--- src/rtl/gec_pkg.sv ---
package gec_pkg;
  localparam int unsigned NPINS  = 32;
  localparam int unsigned ADDR_W = 8;
  localparam logic [ADDR_W-1:0] ADDR_RISE_EN = 8'h44;
  localparam logic [ADDR_W-1:0] ADDR_FALL_EN = 8'h48;
  localparam logic [ADDR_W-1:0] ADDR_MASKED  = 8'h80;
  localparam logic [ADDR_W-1:0] ADDR_EVT_EN  = 8'h94;
  localparam logic [ADDR_W-1:0] ADDR_CLEAR   = 8'h98;
endpackage

--- src/rtl/gec_edge_detect.sv ---
module gec_edge_detect #(
  parameter int unsigned NPINS = 32
) (
  input  logic             clk_i,
  input  logic             rst_ni,
  input  logic [NPINS-1:0] pin_i,
  output logic [NPINS-1:0] rise_o,
  output logic [NPINS-1:0] fall_o
);
  logic [NPINS-1:0] prev_q;

  always_ff @(posedge clk_i or negedge rst_ni) begin
    if (!rst_ni) prev_q <= '0;
    else         prev_q <= pin_i;
  end

  assign rise_o = pin_i & ~prev_q;
  assign fall_o = ~pin_i & prev_q;


  rise_follows_low_chk: assert property (@(posedge clk_i) disable iff (!rst_ni)
    1'b1 |=> ((rise_o & $past(pin_i)) == '0));
endmodule

--- src/rtl/gec_cause_reg.sv ---
module gec_cause_reg #(
  parameter int unsigned NPINS = 32
) (
  input  logic             clk_i,
  input  logic             rst_ni,
  input  logic [NPINS-1:0] set_i,
  input  logic [NPINS-1:0] clr_i,
  output logic [NPINS-1:0] cause_o
);
  logic [NPINS-1:0] cause_q;

  for (genvar i = 0; i < NPINS; i++) begin : g_bit
    always_ff @(posedge clk_i or negedge rst_ni) begin
      if (!rst_ni)       cause_q[i] <= 1'b0;
      else if (set_i[i]) cause_q[i] <= 1'b1;  // set wins over clear
      else if (clr_i[i]) cause_q[i] <= 1'b0;
    end
  end

  assign cause_o = cause_q;


  set_wins_chk: assert property (@(posedge clk_i) disable iff (!rst_ni)
    (set_i != '0) |=> ((cause_o & $past(set_i)) == $past(set_i)));

  clear_takes_chk: assert property (@(posedge clk_i) disable iff (!rst_ni)
    (clr_i != '0) |=> ((cause_o & $past(clr_i & ~set_i)) == '0));

  no_spurious_set_chk: assert property (@(posedge clk_i) disable iff (!rst_ni)
    1'b1 |=> ((cause_o & ~$past(cause_o) & ~$past(set_i)) == '0));
endmodule

--- src/rtl/gec_regfile.sv ---
module gec_regfile
  import gec_pkg::*;
#(
  parameter int unsigned NPINS = 32
) (
  input  logic              clk_i,
  input  logic              rst_ni,
  input  logic              we_i,
  input  logic [ADDR_W-1:0] addr_i,
  input  logic [NPINS-1:0]  wdata_i,
  input  logic [NPINS-1:0]  masked_i,
  output logic [NPINS-1:0]  rdata_o,
  output logic [NPINS-1:0]  rise_en_o,
  output logic [NPINS-1:0]  fall_en_o,
  output logic [NPINS-1:0]  evt_en_o,
  output logic [NPINS-1:0]  clr_o
);
  logic [NPINS-1:0] rise_en_q, fall_en_q, evt_en_q;

  always_ff @(posedge clk_i or negedge rst_ni) begin
    if (!rst_ni) begin
      rise_en_q <= '0;
      fall_en_q <= '0;
      evt_en_q  <= '0;
    end else if (we_i) begin
      if (addr_i == ADDR_RISE_EN) rise_en_q <= wdata_i;
      if (addr_i == ADDR_FALL_EN) fall_en_q <= wdata_i;
      if (addr_i == ADDR_EVT_EN)  evt_en_q  <= wdata_i;
    end
  end

  assign clr_o = (we_i && addr_i == ADDR_CLEAR) ? wdata_i : '0;

  always_comb begin
    unique case (addr_i)
      ADDR_RISE_EN: rdata_o = rise_en_q;
      ADDR_FALL_EN: rdata_o = fall_en_q;
      ADDR_EVT_EN:  rdata_o = evt_en_q;
      ADDR_MASKED:  rdata_o = masked_i;
      default:      rdata_o = '0;
    endcase
  end

  assign rise_en_o = rise_en_q;
  assign fall_en_o = fall_en_q;
  assign evt_en_o  = evt_en_q;


  enables_hold_chk: assert property (@(posedge clk_i) disable iff (!rst_ni)
    !we_i |=> ($stable(rise_en_q) && $stable(fall_en_q) && $stable(evt_en_q)));
endmodule

--- src/rtl/gpio_edge_cause.sv ---
module gpio_edge_cause
  import gec_pkg::*;
#(
  parameter int unsigned NPINS = gec_pkg::NPINS
) (
  input  logic              clk_i,
  input  logic              rst_ni,
  input  logic              reg_we_i,
  input  logic [ADDR_W-1:0] reg_addr_i,
  input  logic [NPINS-1:0]  reg_wdata_i,
  output logic [NPINS-1:0]  reg_rdata_o,
  input  logic [NPINS-1:0]  pin_i,
  output logic              irq_o
);
  logic [NPINS-1:0] rise, fall, rise_en, fall_en, evt_en, clr, cause, masked, set;

  gec_edge_detect #(.NPINS(NPINS)) u_edge (
    .clk_i(clk_i), .rst_ni(rst_ni), .pin_i(pin_i), .rise_o(rise), .fall_o(fall)
  );

  assign set = (rise & rise_en) | (fall & fall_en);

  gec_cause_reg #(.NPINS(NPINS)) u_cause (
    .clk_i(clk_i), .rst_ni(rst_ni), .set_i(set), .clr_i(clr), .cause_o(cause)
  );

  assign masked = cause & evt_en;
  assign irq_o  = |masked;

  gec_regfile #(.NPINS(NPINS)) u_regs (
    .clk_i(clk_i), .rst_ni(rst_ni), .we_i(reg_we_i), .addr_i(reg_addr_i),
    .wdata_i(reg_wdata_i), .masked_i(masked), .rdata_o(reg_rdata_o),
    .rise_en_o(rise_en), .fall_en_o(fall_en), .evt_en_o(evt_en), .clr_o(clr)
  );


  irq_needs_enable_chk: assert property (@(posedge clk_i) disable iff (!rst_ni)
    irq_o |-> ((evt_en != '0) && (cause != '0)));
endmodule

--- config.mk ---
export PLATFORM = sky130hd
export DESIGN_NAME = gpio_edge_cause
export DESIGN_NICKNAME = d
export VERILOG_FILES = /design/src/rtl/gec_pkg.sv /design/src/rtl/gec_edge_detect.sv /design/src/rtl/gec_cause_reg.sv /design/src/rtl/gec_regfile.sv /design/src/rtl/gpio_edge_cause.sv
export SDC_FILE = /design/constraint.sdc
export NUM_CORES = 1
export LEC_CHECK = 0
export BUFFER_PORTS_ARGS = -buffer_cell sky130_fd_sc_hd__buf_4
export CORE_ASPECT_RATIO = 1.75
export CORE_UTILIZATION = 62
export DETAILED_ROUTE_END_ITERATION = 8
export GPL_ROUTABILITY_DRIVEN = 0
export PLACE_DENSITY = 0.85
export SYNTH_ARGS = -nofsm -noshare
export SYNTH_HDL_FRONTEND = slang
export SYNTH_HIERARCHICAL = 1
export SYNTH_SLANG_ARGS = --single-unit
--- constraint.sdc ---
create_clock -name clk_i -period 6.9 [get_ports clk_i]
set_clock_uncertainty 0.05 [all_clocks]
set_input_delay 1.38 -clock clk_i [delete_from_list [all_inputs] [get_ports clk_i]]
set_output_delay 1.38 -clock clk_i [all_outputs]
set_load 0.02 [all_outputs]
-- Word level (Yosys, flattened, before mapping)
Cells that the tools add are included.
- flip-flop bits (word level): 160
- output and inout bits: 33
- word-level logic and storage cells: 152
- eq/ne operators: 5
- multiplexer cells: 66
- bitwise operators: 8
- reductions and logical operators: 37
- operators by type and width (operator ; number):
    AND 32 bit ; 5
    case mux 32 bit (4 select lines) ; 1
    two-way mux 1 bit ; 64
    NOT 32 bit ; 2
    nonzero test 2 bit ; 32
    two-way mux 32 bit ; 1
    bitwise OR 32 bit ; 1
    OR reduction 32 bit ; 1
    == test 8 bit (second input constant) ; 3
    == test 8 x 7 -> 1 bit (second input constant) ; 2
    AND reduction 2 bit ; 3
    logical AND 1 bit ; 1

-- Longest topological paths before layout
- depth in word-level cells: 5
- depth in mapped cells: 6

-- Hierarchy
Netlist, hierarchy kept.
- by module, submodules not included (module ; instances ; cells each ; area each (µm²) ; sequential area each (µm²)):
    gec_regfile ; 1 ; 363 ; 4745.8 ; 2402.3
    gec_edge_detect ; 1 ; 96 ; 1361.3 ; 800.8
    gec_cause_reg ; 1 ; 96 ; 1161.1 ; 800.8
    gpio_edge_cause ; 1 ; 77 ; 578.1 ; 0.0

-- Worst setup path after synthesis
OpenSTA, ideal clock, no wires.
- kind: input to output
- from: input port reg_addr_i[1]
- to: output port reg_rdata_o[0]
- data arrival time: 2.529 ns
- required time: 5.470 ns
- path slack: 2.941 ns
- cell stages on the path: 4
- cells stage by stage: nor4b_2 clkbuf_1 a22oi_1 o21ai_1
- longest elaborated chain between the ends: 2
- ends and longest elaborated chain (what ; RTL line ; RTL):
    start: declaration ; gpio_edge_cause.sv:9 ; input logic [ADDR_W-1:0] reg_addr_i,
    == test 8 bit or == test 8 x 7 -> 1 bit (tied branches) ; gec_regfile.sv:35 ; unique case (addr_i)
    case mux 32 bit (4 select lines) * ; gec_regfile.sv:35 ;
    end: declaration ; gpio_edge_cause.sv:11 ; output logic [NPINS-1:0] reg_rdata_o,
Every way passes the cells marked *; elsewhere a longest branch is shown, timed or not.

-- Worst setup path in the final report
- from: input port reg_addr_i[1]
- to: output port reg_rdata_o[15]
The elaborated chain is that of the path after synthesis.

==> metrics <==
setup total negative slack 0 ns; RSZ-0062 raised after global routing false; Avg Vias per Cell 6.06; main combinational cell family by area after synthesis simple AND/OR/NAND/NOR gates; power density cells 252 mW/mm²; sequential area share after synthesis 0.510; drt wl/cell 21.0 µm; Largest delay share family, worst path simple AND/OR/NAND/NOR gates; gr usage total 0.314; final wirelength 19.3 mm; Reg2Reg Depth 3; Crit path required time 5.47 ns; Worst R2R Setup Slack 5.76 ns; reg2reg end u_cause/cause_o[1]$_DFFE_PN0P_; initial antenna violation count 0; Initial Utilization 0.631; final setup margin 1.87 ns; Avg Inst Size Synth 12.4 µm²; MaxCap Viol Count 0; CP Max Fanout 24; CP max-delay cell and4b_1; Mapped Cells 632; Reg clk slew, reported paths 0.06 ns; area leader, netlist dfrtp_1; DR DRC count 0; hold path startpoint u_cause/cause_o[8]$_DFFE_PN0P_; Final Hold Fails 0; first-pass GRT wire length 30.4 mm; Worst-Margin Slew 1.19 ns; syn_nets 707; Netlist cell types 27; vias post-DR 5566; pre-CTS setup slack 1.97 ns; Max transition margin 0.206; Reg2Reg Launch Point u_edge/prev_q[1]$_DFF_PN0_; CP peak stage delay 1.03 ns; Compound-Gate Fraction of Synth Area 0.148; fin nets 812; post_cts resized 0; VDD IR max 0.184 mV; Yosys reg bits 160; top cell type's share of synthesized area 0.510; highest clock rate 199 MHz; GRT overflow 0; Port Buffers 107; Synth Area in XOR/XNOR 0; TritonCTS Sinks 160; Boundary Pins 108; ant diodes 0; WHS Path Cells 1; YS warnings 6; Die Span Y 151 µm; non-filler instance count after layout 918; commonest non-fill, non-tap cell in the layout dfrtp_1; ranking of synthesized cells by area dfrtp_1 (51%), mux2_1 (9.5%), and2b_2 (7.1%), a22oi_1 (6.1%), mux2_4 (5.7%); 1st-iter DRT viols 325; Post-CTS Setup Inserts 0; vias in the first global route 6072; mux cell area share after synthesis 0.152; placed cells 886; crit end category output pin; Synth Area in Adders 0; Period minus WS final 5.03 ns; worst hold path class reg -> reg; Crit Path Class in -> out; total CTS buffers 17; Slew Limit Fails 0; drt first pass iters 5; mapped cell area 0.00785 mm²; sequence of cells on the critical path buf_4 > nor4_1 > and4b_1 > buf_4 > a22oi_1 > o21ai_1 > buf_4; largest net degree at the start of global routing 116; Final Cycle Share 0.729; Worst-Skew Late Latency 0.42 ns; startpoint types input port; Pleak 0.00472 µW; result of the run completed; Worst path most repeated cell buf_4; Hold Slack 0.425 ns; CTS tree built; Antenna Nets Post-Route 0; share of cells above drive strength 1 0.335; Critical Path AT 3.60 ns; dpl hpwl 12.8 mm; most frequent cells in the layout dfrtp_1 (160), buf_4 (113), mux2_1 (66); CTS max path bufs 2; DIE WIDTH 87.0 µm; CTS root buf clkbuf_16; WHS Endpoint u_cause/cause_o[8]$_DFFE_PN0P_; hold buffer count at cts 0; die area 0.0131 mm²; post-layout utilization of the core 0.757; Std-Cell Rows 54; Setup-failing EPs final 0; area grow syn2layout 19.9%; htree depth 4; post-synthesis simple-gate area fraction 0.155; core footprint 0.0124 mm²; sum of buffers and inverters on the critical path 3
==> worst register-to-register path, delay by kind of cell (launching register included) <==
| family | cells | cell delay (ns) |
|---|---|---|
| AOI/OAI and AO/OA | 2 | 0.43 |
| DFF | 1 | 0.34 |
| and+or+nand+nor | 1 | 0.21 |
==> worst max path at each step <==
stage	end	cells after the start	slack [ns]	from
5_1_grt	reg_rdata_o[14]	7	1.84	reg_addr_i[1]
3_3_place_gp	reg_rdata_o[7]	7	1.95	reg_addr_i[1]
4_1_cts	reg_rdata_o[7]	7	1.94	reg_addr_i[1]
2_1_floorplan	reg_rdata_o[0]	4	2.94	reg_addr_i[1]
3_5_place_dp	reg_rdata_o[7]	7	1.97	reg_addr_i[1]
6_report	reg_rdata_o[15]	7	1.87	reg_addr_i[1]
==> flip-flops by register name, summed over array words and instances, names as in the netlist <==
register,cells
u_regs/rise_en_o,32
u_cause/cause_o,32
u_regs/fall_en_o,32
u_edge/prev_q,32
u_regs/evt_en_o,32
==> power breakdown <==
group	total (µW)	leakage (µW)	switching [µW]	internal [µW]
Clock	1010	0.000293	389	618
Combinational	246	0.00234	106	141
Sequential	1120	0.00208	66.3	1050
Total	2370	0.00472	561	1810
==> layer usage <==
metal | wire length (µm) | share of wire | track usage | vias up
met5 | 0 | 0 | 0 | -
met4 | 742 | 0.038 | 0.178 | 0
met3 | 961 | 0.050 | 0.0550 | 57
li1 | - | - | - | 2468
met2 | 10400 | 0.54 | 0.548 | 242
met1 | 7240 | 0.37 | 0.358 | 2799
==> cells in the mapped netlist <==
master    number
mux2_1        66
and3_1         1
nor4b_2        1
and4b_1        1
nand3_2        3
nor4b_4        2
buf_6          3
a22oi_1       64
and4bb_2       1
a22o_1        32
nor4_1         1
buf_2          7
or4_1          9
and2_4         2
a21o_1        32
clkbuf_1      15
or4b_1         1
nand3b_1       1
o21ai_1       32
buf_4          3
and2_1        64
inv_1         32
and2b_2       64
nor2_1         1
mux2_4        30
or2_2          4
dfrtp_1      160
==> cells by family (layout without fill, tap and decap cells) <==
family,count (synthesis),after routing
buf+inv,60,178
simple gates,156,156
mux,96,96
flops,160,160
compound gates,160,160
==> stage by stage <==
stage               cell area, µm²  total power, µW
finish                        9410             2370
global route                  9410             2450
CTS                           9410             2380
detailed placement            8780             1380
global placement              8780             1350
floorplan                     7850             1250
==> area by class of cell <==
type | count | area [µm²]
inverter | 32 | 120
sequential | 160 | 4000
multi-input combinational | 412 | 3580
timing repair buffer | 114 | 860
fill | 855 | 3030
clock buffer | 20 | 447
clock inverter | 12 | 181
tap | 168 | 210
Note: power is estimated with default switching activity, not from simulation.
